===== config.mk =====
export PLATFORM = sky130hd
export DESIGN_NAME = mem_bus_arbiter
export DESIGN_NICKNAME = d
export VERILOG_FILES = /design/src/rtl/arb_pkg.sv /design/src/rtl/arb_refresh_owed.sv /design/src/rtl/arb_pick.sv /design/src/rtl/mem_bus_arbiter.sv
export SDC_FILE = /design/constraint.sdc
export NUM_CORES = 1
export LEC_CHECK = 0
export ABC_AREA = 1
export BUFFER_PORTS_ARGS = -buffer_cell sky130_fd_sc_hd__buf_4
export CORE_UTILIZATION = 46
export DETAILED_ROUTE_END_ITERATION = 10
export MAX_ROUTING_LAYER = met4
export PLACE_DENSITY = 0.7
export SKIP_LAST_GASP = 1
export SLEW_MARGIN = 20
export SYNTH_ARGS = -nofsm -noshare
export SYNTH_HDL_FRONTEND = slang
export SYNTH_SLANG_ARGS = --single-unit

===== constraint.sdc =====
create_clock -name clk -period 2.3 [get_ports clk]
set_input_delay 0.115 -clock clk [delete_from_list [all_inputs] [get_ports clk]]
set_output_delay 0.115 -clock clk [all_outputs]
set_load 0.01 [all_outputs]

===== src/rtl/arb_pkg.sv =====
package arb_pkg;
  localparam int unsigned NUM_MASTERS = 4;
  localparam int unsigned M_DISP = 0;
  localparam int unsigned M_SIG  = 1;
  localparam int unsigned M_GFX  = 2;
  localparam int unsigned M_BLIT = 3;

  typedef enum logic [2:0] {
    OWN_NONE,
    OWN_DISP,
    OWN_SIG,
    OWN_GFX,
    OWN_BLIT,
    OWN_REFR
  } owner_e;
endpackage


===== src/rtl/arb_refresh_owed.sv =====
module arb_refresh_owed #(
  parameter int unsigned OWED_MAX = 7,
  parameter int unsigned FORCE_AT = 4,
  localparam int unsigned CW = $clog2(OWED_MAX + 1)
) (
  input  logic clk,
  input  logic rst_n,
  input  logic due_i,
  input  logic take_i,
  output logic owed_nz_o,
  output logic force_o
);
  logic [CW-1:0] owed_q, owed_d;
  logic          burst_q, burst_d;
  logic          inc, dec;

  assign inc = due_i && (owed_q != CW'(OWED_MAX));
  assign dec = take_i && (owed_q != '0);

  always_comb begin
    owed_d = owed_q;
    if (inc && !dec)      owed_d = owed_q + 1'b1;
    else if (dec && !inc) owed_d = owed_q - 1'b1;
    burst_d = (owed_d != '0) && (burst_q || (owed_q >= CW'(FORCE_AT)));
  end

  always_ff @(posedge clk or negedge rst_n) begin
    if (!rst_n) begin
      owed_q  <= '0;
      burst_q <= 1'b0;
    end else begin
      if (inc != dec) owed_q <= owed_d;
      burst_q <= burst_d;
    end
  end

  assign owed_nz_o = (owed_q != '0);
  assign force_o   = burst_q || (owed_q >= CW'(FORCE_AT));

  p_sat_r10: assert property (@(posedge clk) disable iff (!rst_n)
    owed_q <= CW'(OWED_MAX));

  p_burst_keep_r7: assert property (@(posedge clk) disable iff (!rst_n)
    (owed_q >= CW'(FORCE_AT)) |=> (burst_q || (owed_q == '0)));
endmodule


===== src/rtl/arb_pick.sv =====
module arb_pick
  import arb_pkg::*;
(
  input  logic [NUM_MASTERS-1:0] req_i,
  input  logic                   release_i,
  input  logic                   boost_proc_i,
  input  logic                   boost_blit_i,
  input  logic                   owed_nz_i,
  input  logic                   force_i,
  input  logic                   last_disp_i,
  output owner_e                 pick_o
);
  logic [NUM_MASTERS-1:0] low_free;

  always_comb begin
    low_free         = '0;
    low_free[M_SIG]  = req_i[M_SIG]  && !boost_proc_i;
    low_free[M_GFX]  = req_i[M_GFX]  && !boost_proc_i;
    low_free[M_BLIT] = req_i[M_BLIT] && !boost_blit_i;

    pick_o = OWN_NONE;
    if (force_i && owed_nz_i)               pick_o = OWN_REFR;
    else if (boost_proc_i && req_i[M_SIG])  pick_o = OWN_SIG;
    else if (boost_proc_i && req_i[M_GFX])  pick_o = OWN_GFX;
    else if (boost_blit_i && req_i[M_BLIT]) pick_o = OWN_BLIT;
    else if (req_i[M_DISP]) begin
      if (release_i && last_disp_i && (low_free != '0)) begin
        if (low_free[M_SIG])      pick_o = OWN_SIG;
        else if (low_free[M_GFX]) pick_o = OWN_GFX;
        else                      pick_o = OWN_BLIT;
      end else begin
        pick_o = OWN_DISP;
      end
    end
    else if (owed_nz_i)      pick_o = OWN_REFR;
    else if (req_i[M_SIG])   pick_o = OWN_SIG;
    else if (req_i[M_GFX])   pick_o = OWN_GFX;
    else if (req_i[M_BLIT])  pick_o = OWN_BLIT;
  end
endmodule


===== src/rtl/mem_bus_arbiter.sv =====
module mem_bus_arbiter
  import arb_pkg::*;
#(
  parameter int unsigned OWED_MAX = 7,
  parameter int unsigned FORCE_AT = 4
) (
  input  logic       clk,
  input  logic       rst_n,
  input  logic [3:0] req_i,
  input  logic       release_i,
  input  logic       boost_proc_i,
  input  logic       boost_blit_i,
  input  logic       refresh_due_i,
  input  logic       done_i,
  output logic [3:0] gnt_o,
  output logic       refresh_gnt_o
);
  owner_e owner_q, owner_d, pick;
  logic   arbitrate, owed_nz, force_ref, take_ref;

  assign arbitrate = (owner_q == OWN_NONE) || done_i;
  assign take_ref  = arbitrate && (pick == OWN_REFR);

  arb_refresh_owed #(.OWED_MAX(OWED_MAX), .FORCE_AT(FORCE_AT)) i_owed (
    .clk       (clk),
    .rst_n     (rst_n),
    .due_i     (refresh_due_i),
    .take_i    (take_ref),
    .owed_nz_o (owed_nz),
    .force_o   (force_ref)
  );

  arb_pick i_pick (
    .req_i        (req_i),
    .release_i    (release_i),
    .boost_proc_i (boost_proc_i),
    .boost_blit_i (boost_blit_i),
    .owed_nz_i    (owed_nz),
    .force_i      (force_ref),
    .last_disp_i  (owner_q == OWN_DISP),
    .pick_o       (pick)
  );

  always_comb begin
    owner_d = owner_q;
    if (arbitrate) owner_d = pick;
  end

  always_ff @(posedge clk or negedge rst_n) begin
    if (!rst_n)         owner_q <= OWN_NONE;
    else if (arbitrate) owner_q <= owner_d;
  end

  always_comb begin
    gnt_o = '0;
    gnt_o[M_DISP] = (owner_q == OWN_DISP);
    gnt_o[M_SIG]  = (owner_q == OWN_SIG);
    gnt_o[M_GFX]  = (owner_q == OWN_GFX);
    gnt_o[M_BLIT] = (owner_q == OWN_BLIT);
  end
  assign refresh_gnt_o = (owner_q == OWN_REFR);

  p_excl_r1: assert property (@(posedge clk) disable iff (!rst_n)
    $onehot0({gnt_o, refresh_gnt_o}));

  p_hold_r3: assert property (@(posedge clk) disable iff (!rst_n)
    (!done_i && ({gnt_o, refresh_gnt_o} != '0)) |=>
      $stable({gnt_o, refresh_gnt_o}));

  p_defer_r5: assert property (@(posedge clk) disable iff (!rst_n)
    (arbitrate && req_i[M_DISP] && !force_ref) |=> !refresh_gnt_o);

  p_disp_top_r4: assert property (@(posedge clk) disable iff (!rst_n)
    (arbitrate && req_i[M_DISP] && !force_ref && !release_i &&
     !boost_proc_i && !boost_blit_i) |=> (gnt_o == 4'b0001));

  p_idle_r2: assert property (@(posedge clk) disable iff (!rst_n)
    (arbitrate && (req_i == '0) && !owed_nz) |=>
      ({gnt_o, refresh_gnt_o} == '0));
endmodule


=== Word level (Yosys, flattened, before mapping) ===
Index checks and enable logic that the tools add are counted.

* Logic and storage cells: 53
* Register bits after elaboration: 7

* Add/sub/neg operators: 2
* Magnitude comparators: 1
* Reductions and logical operators: 25
* Equal/unequal tests: 8
* Multiplexer cells: 14

{| class="wikitable"
|+ Operator list
! kind !! number
|-
| 3-bit two-way mux || 14
|-
| 1-bit logical AND || 15
|-
| 3-bit == test, second input constant || 3
|-
| 3-bit nonzero test || 3
|-
| 3-bit by 2-bit == test with 1-bit output, second input constant || 2
|-
| 1-bit zero test || 4
|-
| 3-bit by 1-bit adder with 3-bit output, second input constant || 1
|-
| 3-bit by 1-bit == test with 1-bit output, second input constant || 1
|-
| 3-bit greater-or-equal comparator, second input constant || 1
|-
| 3-bit zero test || 1
|-
| 3-bit inequality test, second input constant || 1
|-
| 3-bit by 1-bit subtractor with 3-bit output, second input constant || 1
|-
| 1-bit logical OR || 2
|-
| 1-bit inequality test || 1
|}

=== Logic depth before layout (Yosys ltp) ===
Gate-level depths: netlist of the first run.

* Word-level depth: 18
* Depth in mapped cells: 17

=== Hierarchy ===
From an unflattened synthesis of the first run, not the netlist that was laid out.

* Cell total of the unflattened synthesis: 106
* Area, all modules: 658.1 µm²

{| class="wikitable"
|+ By module, submodules not included
! module !! seq. area each (µm²) !! area an instance (µm²) !! cells an instance !! times used
|-
| arb_refresh_owed || 100.1 || 327.8 || 46 || 1
|-
| mem_bus_arbiter || 75.1 || 181.4 || 26 || 1
|-
| arb_pick || 0.0 || 148.9 || 34 || 1
|}

=== Worst setup path after synthesis of the first run ===
Ideal clock, no wire load.

* Path type: reg-to-reg
* Start: reg i_owed.owed_q[0]
* End: reg i_owed.burst_q
* Stages on the path, launching flop included: 16
* Path slack: 0.215 ns
* Clock period less this slack: 2.085 ns
* Arrival time: 1.966 ns
* Library setup time: 0.120 ns
* Cell sequence: dfrtp_1 -> inv_1 -> ha_1 -> nand2_4 -> or2_0 -> nand2_1 -> nand2_1 -> nand2_1 -> nand2_1 -> nand2_2 -> nor2_2 -> ha_1 -> nor2_1 -> xor2_1 -> nand2_1 -> o22a_2

* Longest elaborated chain between the ends: 15

{| class="wikitable"
|+ RTL lines
! item !! line !! RTL
|-
| start: declaration || arb_refresh_owed.sv:13 || <nowiki>logic [CW-1:0] owed_q, owed_d;</nowiki>
|-
| start signal: assignment || arb_refresh_owed.sv:32 || <nowiki>if (inc != dec) owed_q <= owed_d;</nowiki>
|-
| 3-bit nonzero test || arb_refresh_owed.sv:18, arb_refresh_owed.sv:37 ||
|-
| 3-bit two-way mux || arb_pick.sv:35 || <nowiki>else if (owed_nz_i) pick_o = OWN_REFR;</nowiki>
|-
| 3-bit two-way mux || arb_pick.sv:26 || <nowiki>else if (req_i[M_DISP]) begin</nowiki>
|-
| 3-bit two-way mux || arb_pick.sv:25 || <nowiki>else if (boost_blit_i && req_i[M_BLIT]) pick_o = OWN_BLIT;</nowiki>
|-
| 3-bit two-way mux || arb_pick.sv:24 || <nowiki>else if (boost_proc_i && req_i[M_GFX]) pick_o = OWN_GFX;</nowiki>
|-
| 3-bit two-way mux || arb_pick.sv:23 || <nowiki>else if (boost_proc_i && req_i[M_SIG]) pick_o = OWN_SIG;</nowiki>
|-
| 3-bit two-way mux || arb_pick.sv:22 || <nowiki>if (force_i && owed_nz_i) pick_o = OWN_REFR;</nowiki>
|-
| 3-bit == test || mem_bus_arbiter.sv:22 || <nowiki>assign take_ref = arbitrate && (pick == OWN_REFR);</nowiki>
|-
| 1-bit logical AND || mem_bus_arbiter.sv:22 ||
|-
| 1-bit logical AND || arb_refresh_owed.sv:18 || <nowiki>assign dec = take_i && (owed_q != '0);</nowiki>
|-
| 1-bit logical AND / 1-bit zero test (equally long branches) || arb_refresh_owed.sv:23, arb_refresh_owed.sv:22 ||
|-
| 3-bit two-way mux / 1-bit logical AND (equally long branches) || arb_refresh_owed.sv:23, arb_refresh_owed.sv:22 ||
|-
| 3-bit two-way mux || arb_refresh_owed.sv:22 || <nowiki>if (inc && !dec) owed_d = owed_q + 1'b1;</nowiki>
|-
| 3-bit nonzero test || arb_refresh_owed.sv:24 || <nowiki>burst_d = (owed_d != '0) && (burst_q || (owed_q >= CW'(FORCE_AT)));</nowiki>
|-
| 1-bit logical AND * || arb_refresh_owed.sv:24 ||
|-
| net i_owed.burst_d || arb_refresh_owed.sv:14 || <nowiki>logic burst_q, burst_d;</nowiki>
|-
| end signal: assignment || arb_refresh_owed.sv:33 || <nowiki>burst_q <= burst_d;</nowiki>
|-
| end: declaration || arb_refresh_owed.sv:14 ||
|}

Mark *: on every way through the listed nets, which the timed path passes. The rest lies on a longest branch.
A chain may end at the register's enable or synchronous reset.

=== Worst setup path in the final report of the first run ===
* Start: reg i_owed.owed_q[1]
* End: reg i_owed.burst_q

The elaborated chain is that of the path after synthesis.

==> summary.txt, run 1 <==
Detailed routing
  • Drt via density: ~4.7
  • Iter 0 DRT Violations: 13
  • M1 WL: 612 um
  • Met3 WL: around 21 um
  • Post-route ant nets: 0
  • Routed wl met2: between 600 and 700 um
  • Routed len/inst: between 9 and 10 um
  • Pre-Repair DR Iteration Count: 4
  • Drc violations: 0
  • Max layer used: met3
  • Post-Route WL: around 1300 um
  • Via count: between 600 and 700

Floorplan
  • Die area: 0.00163 mm2
  • Die Width: just over 40 um
  • Die Y: ~40 um
  • Core area: 0.00133 mm2
  • Initial core utilization: approximately 51%
  • I/O pin cnt: 16
  • FP Rows: 13

STA
  • Slew headroom: 78.6%
  • Slew Limit Fails: 0
  • Worst Skew: around 0.80 ps
  • Tmin final: approximately 2200 ps
  • Setup TNS: 0 ps
  • F_max: roughly 0.46 GHz
  • Final hold slack: about 140 ps
  • Period Utilization, post-route: a little over nine tenths
  • Setup violators final: 0
  • Slew @ Worst Pin: approximately 320 ps
  • Final hold violation count: 0

Critical path
  • FF-to-FF setup slack: roughly 110 ps
  • Worst Reg2Reg Path Length in Cells: 15
  • Crit path kind: reg -> reg
  • Startpoint class of the critical path: flip-flop
  • Worst setup EP type: flip-flop
  • RR Endpoint: i_owed.burst_q$_DFF_PN0_
  • Worst path arrival time: between 2000 and 2500 ps
  • CP max-delay cell: dfrtp_1
  • CP dominant cell by count: nand2_1
  • Required time worst endpoint: ~2400 ps
  • Reg2reg start: i_owed.owed_q[1]$_DFFE_PN0P_
  • CP max FO: 6
  • WP buf/inv: 1
  • Critical path, cell by cell: inv_1 > ha_2 > nand2_4 > nand2_2 > nand3_2 > nand2_1 > nand2_1 > nand2_1 > a21oi_1 > nand2_1 > ha_1 > nor2_1 > xor2_1 > nand2_1 > o22a_2
  • CP max stage delay: roughly 400 ps
  • Delay-heaviest family, CP: simple AND/OR/NAND/NOR gates

Placed design
  • Placed Instance Area: 811 um2
  • Port Buffer Count: 15
  • Detailed Place HPWL: around 1100 um
  • Final Wtd Congestion: 0.764

CTS
  • Skew-Pair Late Insertion Delay: 240 ps
  • CTS Buffer Depth: 2
  • Num Clock Sinks: 7
  • Root buffer cell: clkbuf_4
  • CTS tree: built
  • H-tree depth: 1
  • Clock transition at path regs: around 50 ps
  • TritonCTS buffer count: 3

Hold path
  • Min-delay src: done_i
  • Hold Path Sink: owner_q[1]$_DFFE_PN0N_
  • Cells on Worst Hold Path: 4
  • Hold Path Class: in -> reg

Status
  • Status: finished, final reports clean

Logic synthesis
  • Sequential share of the synthesized area: between 20% and 30%
  • Synth Net Count: between 100 and 150
  • Cells after Synth: roughly 100
  • Register bit total from synthesis: 7
  • Unique masters post-synth: 23
  • Syn Area/Cell: between 6 and 7 um2
  • Top cell type by total area after synthesis: dfrtp_1
  • Synth top area cells: dfrtp_1 26%, nand2_1 18%, ha_1 11%
  • Top cell type's share of synthesized area: roughly a quarter
  • Synth warn: 0
  • Synth Cell Area: 679 um2

Global route
  • Initial antenna violation count: 0
  • First-pass GRT wire length: ~1800 um
  • Vias in the first global route: 523
  • GRT overflow: 0
  • Total track usage: between 10% and 20%
  • Largest net degree at the start of global routing: 8

Power
  • Peak supply drop: between 0.7 and 0.8 mV
  • Pwr dens: ~1200 mW/mm2
  • Total power: 1.04 mW
  • Leakage: about 0.5 nW

Cells and area
  • Share of cells above drive strength 1: 30.4%
  • Inserted Diodes: 0
  • P&R area growth vs syn: 29.7%
  • Final Instance Area: 881 um2
  • Final nets: 143

Flow run
  • Max Cap Viol: 0
==> report_power, final <==
part,internal [mW],switching (mW)
clock,0.0656,0.0356
combinational,0.317,0.374
sequential,0.184,0.0673
total,0.567,0.477
==> worst reg2reg max path: cells and delay by family, from the launching register on <==
kind                       cells  cell delay (ps)
AOI/OAI and AO/OA              2              300
xor gates and xnor gates       1              190
adders and majority gates      2              430
buffers and inverters          1               80
DFF                            1              390
and+or+nand+nor                9              690
==> final cells by class <==
type | count | area, um2
clock buffers | 4 | 26.3
fillers | 120 | 453
inverters | 18 | 67.6
multi-input cells | 77 | 448
flip-flops and latches | 7 | 175
well taps | 15 | 18.8
repair buffers | 19 | 145
==> Yosys cell counts <==
master / count
a21oi_1: 6
a22oi_1: 1
a31oi_1: 1
and2_1: 1
buf_4: 1
dfrtp_1: 7
ha_1: 6
inv_1: 15
inv_2: 3
nand2_1: 32
nand2_2: 2
nand2_4: 1
nand3_1: 2
nand3_2: 2
nor2_1: 6
nor2_2: 2
nor2_4: 1
nor3_1: 4
o21ai_0: 4
o21ai_1: 2
o22a_2: 1
or2_0: 1
xor2_1: 2
==> layout by cell type, fill, tap and decap left out <==
| cell | netlist | routed |
|---|---|---|
| dlygate4sd3_1 | 0 | 1 |
| clkbuf_4 | 0 | 3 |
| nor3_1 | 4 | 4 |
| o22a_2 | 1 | 1 |
| buf_4 | 1 | 18 |
| a31oi_1 | 1 | 1 |
| clkbuf_1 | 0 | 1 |
| nor2_1 | 6 | 6 |
| nor2_4 | 1 | 1 |
| o21ai_0 | 4 | 4 |
| nor2_2 | 2 | 2 |
| nand2_1 | 32 | 31 |
| inv_2 | 3 | 3 |
| xor2_1 | 2 | 1 |
| a21oi_1 | 6 | 6 |
| nand2_4 | 1 | 1 |
| inv_1 | 15 | 15 |
| ha_1 | 6 | 4 |
| o21ai_2 | 0 | 1 |
| a22oi_1 | 1 | 1 |
| nand3_1 | 2 | 2 |
| xor2_2 | 0 | 1 |
| o21ai_1 | 2 | 1 |
| dfrtp_1 | 7 | 7 |
| or2_0 | 1 | 1 |
| nand3_2 | 2 | 2 |
| nand2_2 | 2 | 3 |
| ha_2 | 0 | 2 |
| and2_1 | 1 | 1 |
==> kinds of logic (layout without fill, tap and decap cells) <==
logic type | after synthesis | count (layout) | synth area share, %
and+or+nand+nor | 54 | 54 | 37.2
buffers and inverters | 19 | 41 | 11.0
AOI/OAI and AO/OA | 15 | 15 | 12.3
DFF | 7 | 7 | 25.8
adders and majority gates | 6 | 6 | 11.0
xor gates and xnor gates | 2 | 2 | 2.58
==> worst max-delay path by stage <==
stage / end / cells past startpoint / slack (ps) / from
2_1_floorplan: i_owed.burst_q$_DFF_PN0_ / 15 / 210 / i_owed.owed_q[0]$_DFFE_PN0P_
3_3_place_gp: i_owed.burst_q$_DFF_PN0_ / 15 / 130 / i_owed.owed_q[1]$_DFFE_PN0P_
3_5_place_dp: i_owed.burst_q$_DFF_PN0_ / 15 / 80 / i_owed.owed_q[1]$_DFFE_PN0P_
4_1_cts: i_owed.burst_q$_DFF_PN0_ / 15 / 70 / i_owed.owed_q[1]$_DFFE_PN0P_
5_1_grt: i_owed.burst_q$_DFF_PN0_ / 15 / -4 / i_owed.owed_q[1]$_DFFE_PN0P_
6_report: i_owed.burst_q$_DFF_PN0_ / 15 / 110 / i_owed.owed_q[1]$_DFFE_PN0P_
==> per-layer routing <==
layer / GRT usage, % / vias to the layer above
met5: - / -
met4: 5.00 / 0
met3: 1.67 / 0
met2: 31.0 / 9
met1: 17.2 / 291
li1: - / 361
==> metrics by stage <==
step | setup slack [ps] | std cells | utilization [%]
final | 115 | 140 | 66.0
after global routing | -3.97 | 140 | 66.0
after CTS | 73.9 | 138 | 63.5
after detailed placement | 77.3 | 133 | 60.8
after global placement | 130 | 133 | 60.8
after floorplan | 215 | 103 | -
==> registers in the layout, indices dropped and copies added, names as in the netlist <==
signal	flops
i_owed.owed_q	3
owner_q	3
i_owed.burst_q	1
==> timing repair <==
item,in CTS,in global routing
endpoints found under the setup margin,0,2
endpoints found under the hold margin,7,0
resized for setup,0,5
buffers inserted,0,2
hold buffers,1,0
No activity file was read; power rests on OpenSTA's default activity.
==> inputs of run 2 (changes only) <==
clock period = 2.1 ns   (was 2.3 ns; I/O delays follow)
==> summary.txt, run 2 (synthesis results as in run 1) <==
Global route
  • Initial antenna violation count: 0 (unchanged)
  • First-pass GRT wire length: 2040 um (+16%)
  • Largest net degree at the start of global routing: 8 (unchanged)
  • Total track usage: 20.0% (+3.7 points)
  • GRT overflow: 0 (unchanged)
  • Vias in the first global route: 539 (+3.1%)

CTS
  • Num Clock Sinks: 7 (unchanged)
  • TritonCTS buffer count: 3 (unchanged)
  • CTS Buffer Depth: 2 (unchanged)
  • Clock transition at path regs: 50 ps (about the same)
  • H-tree depth: 1 (unchanged)
  • CTS tree: built
  • Root buffer cell: clkbuf_4
  • Skew-Pair Late Insertion Delay: 240 ps (about the same)

Status
  • Status: complete, but fails checks
  • Failing checks: negative setup slack

Power
  • NetSw: 0.575 mW (+21%)
  • Leakage: 0.532 nW (+6.6%)
  • Switching share of power: 44.2% (-1.4 points)
  • Seq pwr share: 19.2% (-4.9 points)
  • Pwr dens: 1360 mW/mm2 (+15%)
  • Clk pwr share: 8.7% (-1.0 points)
  • Peak supply drop: 0.864 mV (+10%)
  • Pint: 0.724 mW (+28%)
  • Logic gate share of total power: 72.1% (+5.9 points)

STA
  • F_max: 0.474 GHz (+3.5%)
  • Worst Skew: 0.235 ps (-0.570 ps)
  • Slew @ Worst Pin: 309 ps (-9.96 ps)
  • Final hold slack: 129 ps (-6.31 ps)
  • Tmin final: 2110 ps (-73.7 ps)
  • Final hold violation count: 0 (unchanged)
  • RSZ-0062 raised after global routing: true
  • Post-route setup slack: -11.3 ps (-126 ps)
  • Slew Limit Fails: 0 (unchanged)
  • Setup violators final: 1 (+1)
  • Slew headroom: 79.2% (+0.67 points)
  • Period Utilization, post-route: 101% (+5.5 points)

Cells and area
  • Top Registers: i_owed.owed_q (3), owner_q (3), i_owed.burst_q (1)
  • Inserted Diodes: 0 (unchanged)
  • Final nets: 150 (+4.9%)
  • P&R area growth vs syn: 40.7%
  • Fin util: 71.7% (+5.6 points)
  • # fillers: 111 (-7.5%)
  • Final Instance Area: 956 um2 (+8.5%)
  • Share of cells above drive strength 1: 36.4% (+6.0 points)
  • Multi-input logic area: 470 um2 (+5.0%)
  • Reg area: 175 um2 (unchanged)
  • Commonest non-fill, non-tap cell in the layout: nand2_1
  • Most frequent cells in the layout: 32 x nand2_1, 25 x buf_4, 13 x inv_1

Critical path
  • CP max stage delay: 390 ps (about the same)
  • Critical path, cell by cell: inv_2 > ha_4 > nand2_4 > or2_0 > nand2_1 > nand2_1 > nand2_1 > nand2_1 > nand2_2 > nor2_2 > ha_4 > nor2_2 > xor2_2 > nand2_1 > o22a_2
  • Crit path kind: reg -> reg
  • Required time worst endpoint: 2230 ps (-190 ps)
  • CP max-delay cell: dfrtp_1
  • Worst setup EP type: flip-flop
  • CP dominant cell by count: nand2_1
  • Worst path arrival time: 2240 ps (-70 ps)
  • Startpoint class of the critical path: flip-flop
  • WP buf/inv: 1 (unchanged)
  • Delay-heaviest family, CP: simple AND/OR/NAND/NOR gates
  • CP max FO: 6 (unchanged)

Floorplan
  • I/O pin cnt: 16 (unchanged)
  • Initial core utilization: 50.9% (unchanged)
  • FP Rows: 13 (unchanged)
  • Die Y: 40.4 um (unchanged)
  • Die area: 0.00163 mm2 (unchanged)
  • Die Width: 40.4 um (unchanged)
  • Core area: 0.00133 mm2 (unchanged)

Detailed routing
  • Post-route ant nets: 0 (unchanged)
  • Routed len/inst: 9.73 um (+2.8%)
  • Max layer used: met3
  • Routed wl met2: 732 um (+5.9%)
  • Via count: 692 (+4.7%)
  • Drt via density: 4.71 (-0.30%)
  • Met3 WL: 47 um (+120%)
  • Pre-Repair DR Iteration Count: 4 (unchanged)
  • Post-Route WL: 1430 um (+7.9%)
  • Drc violations: 0 (unchanged)
  • Iter 0 DRT Violations: 19 (+6)
  • M1 WL: 651 um (+6.4%)

Placed design
  • Placed Instance Area: 871 um2 (+7.4%)
  • Final Wtd Congestion: 0.825 (+8.0%)
  • Port Buffer Count: 15 (unchanged)
  • Worst slack, placed: -96.7 ps (-174 ps)
  • Detailed Place HPWL: 1130 um (+6.2%)

Hold path
  • Hold Path Class: in -> reg

Flow run
  • Max Cap Viol: 0 (unchanged)
==> run 2: cell count changes in the layout (fill, tap and decap cells not counted), sizes merged <==
cell,delta
buf,+7
==> run 2: cell type report <==
| cell class | instances | share of cell area [%] |
|---|---|---|
| Inverter | 18 | 7.07 |
| Sequential cell | 7 | 18.3 |
| Clock buffer | 4 | 2.75 |
| Timing Repair Buffer | 26 | 20.7 |
| Multi-Input combinational cell | 77 | 49.2 |
| Tap cell | 15 | 1.96 |
==> run 2: routing by layer <==
| metal | global-route usage, % | up-vias |
|---|---|---|
| met5 | - | - |
| met4 | 10.0 | 0 |
| met3 | 3.33 | 0 |
| met2 | 34.5 | 15 |
| met1 | 21.8 | 298 |
| li1 | - | 379 |
==> run 2: tightest hold or removal path, cell delays in order <==
cell     delay, ps
buf_4           80
inv_1           40
nand2_1         50
nand2_1         50
==> run 2: through the flow <==
step	power (mW)	instances	TNS [ps]
6_report	1.30	147	-11.3
5_1_grt	1.42	147	-362
4_1_cts	1.20	147	-17.4
3_5_place_dp	1.05	141	-96.7
3_3_place_gp	1.04	141	-36.3
2_1_floorplan	0.771	103	0
==> run 2: worst paths after layout <==
kind | start | endpoint | slack (ps) | depth (start not counted)
max | i_owed.owed_q[1]$_DFFE_PN0P_ | i_owed.burst_q$_DFF_PN0_ | -10 | 15
min | done_i | owner_q[1]$_DFFE_PN0N_ | 130 | 4
max reg2reg | i_owed.owed_q[1]$_DFFE_PN0P_ | i_owed.burst_q$_DFF_PN0_ | -10 | 15
min reg2reg | i_owed.burst_q$_DFF_PN0_ | i_owed.burst_q$_DFF_PN0_ | 520 | 1
max in group asynchronous | rst_n | i_owed.owed_q[0]$_DFFE_PN0P_ | 1770 | 2
min in group asynchronous | rst_n | owner_q[2]$_DFFE_PN0N_ | 210 | 2
==> run 2: power by group through the flow <==
stage / combinational (mW) / sequential (mW) / clock [mW]
5_1_grt: 1.04 / 0.257 / 0.124
3_5_place_dp: 0.800 / 0.248 / 0
2_1_floorplan: 0.509 / 0.262 / 0
6_report: 0.936 / 0.249 / 0.114
3_3_place_gp: 0.789 / 0.248 / 0
4_1_cts: 0.837 / 0.248 / 0.119
==> run 2: repair_timing <==
action,in CTS,in global routing
pin swaps,3,5
hold buffers,1,0
setup buffers,1,0
hold endpoints to repair,7,0
gates resized for setup,4,8
setup endpoints to repair,2,4
==> inputs of run 3 (changes only) <==
ABC_AREA = default   (was 1)
CORE_AREA = 2 2 39 41   (was default)
CORE_UTILIZATION = default   (was 46)
DIE_AREA = 0 0 41 43   (was default)
PLACE_DENSITY = 0.75   (was 0.7)
==> summary.txt, run 3 <==
Status
  • Status: complete, but fails checks
  • Failing checks: negative setup slack

Detailed routing
  • Drc violations: 0 (unchanged)
  • Routed len/inst: 14.9 um (+53%)
  • Via count: 783 (+13%)
  • Pre-Repair DR Iteration Count: 4 (unchanged)
  • Iter 0 DRT Violations: 9 (-10)
  • Drt via density: 5.76 (+22%)
  • Post-route ant nets: 0 (unchanged)
  • Post-Route WL: 2030 um (+42%)

Floorplan
  • I/O pin cnt: 16 (unchanged)
  • Die area: 0.00176 mm2 (+7.9%)
  • FP Rows: 14 (+1)
  • Core area: 0.00138 mm2 (+3.8%)
  • Die Y: 43 um (+6.4%)
  • Initial core utilization: 47.7% (-3.2 points)
  • Die Width: 41 um (+1.4%)

Cells and area
  • Layout Cells excl Fill: 136 (-7.5%)
  • Reg area: 175 um2 (unchanged)
  • Commonest non-fill, non-tap cell in the layout: buf_4
  • Multi-input logic area: 558 um2 (+19%)
  • # fillers: 94 (-15%)
  • P&R area growth vs syn: 67.2%
  • Most frequent cells in the layout: 38 x buf_4, 7 x dfrtp_1, 6 x inv_1
  • Share of cells above drive strength 1: 53.3% (+17 points)
  • Top Registers: i_owed.owed_q (3), owner_q (3), i_owed.burst_q (1)
  • Inserted Diodes: 0 (unchanged)
  • Final nets: 138 (-8.0%)

Logic synthesis
  • Cell with the most instances after synthesis: inv_1
  • Register bit total from synthesis: 7 (unchanged)
  • Post-synth ARST share: 100% (unchanged)
  • Top cell type's share of synthesized area: 26.5% (+0.73 points)
  • Top post-synthesis cells by count: 8 x inv_1, 7 x dfrtp_1, 7 x nor2_1
  • Synth top area cells: dfrtp_1 27%, ha_1 11%, inv_1 4.5%
  • Sequential share of the synthesized area: 26.5% (+0.73 points)
  • EDFF count, synth: 0 (unchanged)
  • Ys flop type: dfrtp_1
  • Top cell type by total area after synthesis: dfrtp_1
  • Cells after Synth: 78 (-24%)
  • Unique masters post-synth: 32 (+39%)
  • Synth Cell Area: 661 um2 (-2.8%)
  • Syn Area/Cell: 8.47 um2 (+28%)
  • Synth Net Count: 95 (-21%)
  • Synth warn: 0 (unchanged)

Critical path
  • Crit path kind: reg -> reg
  • CP max stage delay: 360 ps (-30 ps)
  • Worst path arrival time: 2270 ps (+30 ps)
  • Startpoint class of the critical path: flip-flop
  • Worst setup EP type: flip-flop
  • Worst Reg2Reg Path Length in Cells: 11 (-4)
  • CP max-delay cell: dfrtp_1
  • Crit path depth: 11 (-4)
  • Required time worst endpoint: 2230 ps (about the same)
  • Delay-heaviest family, CP: compound AO/OA/AOI/OAI gates
  • WP buf/inv: 1 (unchanged)
  • Critical path, cell by cell: inv_2 > ha_4 > nand2b_1 > a22oi_2 > a311oi_2 > o211a_1 > ha_4 > nor2b_4 > nand2_2 > o22ai_2 > a22oi_1
  • CP dominant cell by count: ha_4
  • CP max FO: 4 (-2)

STA
  • Worst Skew: 1.25 ps (+1.02 ps)
  • Period Utilization, post-route: 102% (+1.3 points)
  • F_max: 0.467 GHz (-1.3%)
  • Slew headroom: 73.1% (-6.2 points)
  • RSZ-0062 raised after global routing: true
  • Slew Limit Fails: 0 (unchanged)
  • Final hold slack: 164 ps (+35.4 ps)
  • Post-route setup slack: -39.6 ps (-28.3 ps)
  • Slew @ Worst Pin: 402 ps (+92.9 ps)
  • Tmin final: 2140 ps (+28.3 ps)
  • Setup violators final: 1 (unchanged)
  • Final hold violation count: 0 (unchanged)

CTS
  • TritonCTS buffer count: 3 (unchanged)
  • H-tree depth: 1 (unchanged)
  • Num Clock Sinks: 7 (unchanged)
  • Root buffer cell: clkbuf_4
  • CTS Buffer Depth: 2 (unchanged)
  • Skew-Pair Late Insertion Delay: 250 ps (about the same)
  • Clock transition at path regs: 50 ps (about the same)
  • CTS tree: built

Global route
  • Gr busiest metal: met2
  • M1 GR Usage: 29.4% (+7.6 points)
  • GRT overflow: 0 (unchanged)
  • Total track usage: 25.6% (+5.6 points)
  • Vias in the first global route: 748 (+39%)
  • Initial antenna violation count: 0 (unchanged)
  • Largest net degree at the start of global routing: 8 (unchanged)
  • First-pass GRT wire length: 3020 um (+48%)
  • GR Util met2: 41.9% (+7.4 points)
  • Met3 global-route usage: 7.33% (+4.0 points)

Placed design
  • Port Buffer Count: 15 (unchanged)
  • Detailed Place HPWL: 1420 um (+26%)
  • Final Wtd Congestion: 0.825 (about the same)
  • Inst Count DP: 124 (-12%)

Power
  • Pwr dens: 1360 mW/mm2 (about the same)
  • Peak supply drop: 0.882 mV (+2.1%)
  • Leakage: 0.505 nW (-5.0%)

Hold path
  • Cells on Worst Hold Path: 3 (-1)
  • Hold Path Class: in -> reg

Flow run
  • Max Cap Viol: 0 (unchanged)
-- run 3: cell families after synthesis --
kind of cell / share of synthesized area [%]
AOI/OAI and AO/OA: 27.1
adders and majority gates: 11.4
DFF: 26.5
buffers and inverters: 5.68
xor gates and xnor gates: 1.33
and+or+nand+nor: 28.0
-- run 3: path summary, 6_finish.rpt --
path / start / end / slack, ps
max: i_owed.owed_q[0]$_DFFE_PN0P_ / i_owed.burst_q$_DFF_PN0_ / -40
min: done_i / owner_q[0]$_DFFE_PN0N_ / 160
max reg2reg: i_owed.owed_q[0]$_DFFE_PN0P_ / i_owed.burst_q$_DFF_PN0_ / -40
min reg2reg: i_owed.burst_q$_DFF_PN0_ / i_owed.burst_q$_DFF_PN0_ / 560
max in group asynchronous: rst_n / owner_q[1]$_DFFE_PN0N_ / 1770
min in group asynchronous: rst_n / i_owed.owed_q[0]$_DFFE_PN0P_ / 210
-- run 3: power by group --
| group | switching, mW | internal, mW | leakage, nW |
|---|---|---|---|
| registers | 0.0512 | 0.199 | 0.0804 |
| clock network | 0.0473 | 0.0724 | 0.0150 |
| logic | 0.507 | 0.625 | 0.410 |
-- run 3: timing repair --
action | 4_1_cts | 5_1_grt
endpoints found under the hold margin | 7 | 0
gates resized for setup | 2 | 18
setup buffers | 2 | 5
endpoints found under the setup margin | 4 | 4
pin swaps | 6 | 7
hold buffers | 1 | 0
-- run 3: worst reg2reg max path, delay by kind of cell, from the launching register on --
kind,cells,cell delay [ps]
adders and majority gates,2,320
AOI/OAI and AO/OA,5,940
DFF,1,360
buffers and inverters,1,60
and+or+nand+nor,3,330
-- run 3: area by class of cell --
type,count,area share [%]
well taps,16,1.81
multi-input cells,62,50.5
flip-flops and latches,7,15.9
clock buffers,4,2.38
repair buffers,39,26.7
inverters,8,2.72
-- run 3: stage by stage --
| step | worst slack, ps | utilization (%) | setup TNS (ps) | area (um2) | total power [mW] |
|---|---|---|---|---|---|
| finish | -39.6 | 79.8 | -39.6 | 1100 | 1.50 |
| global route | -155 | 79.8 | -415 | 1100 | 1.63 |
| CTS | -81.7 | 71.6 | -151 | 991 | 1.28 |
| detailed placement | -80.2 | 67.5 | -82.4 | 933 | 1.13 |
| global placement | -44.9 | 67.5 | -44.9 | 933 | 1.11 |
| floorplan | 20.9 | - | 0 | 688 | 0.764 |
-- run 3: metal layers --
metal  part of all wire (%)  wire length (um)  vias to the layer above
li1                       -                 -                      377
met1                     37               752                      382
met2                     57              1160                       18
met3                    3.1                63                        6
met4                    2.6                53                        0
met5                      0                 0                        -
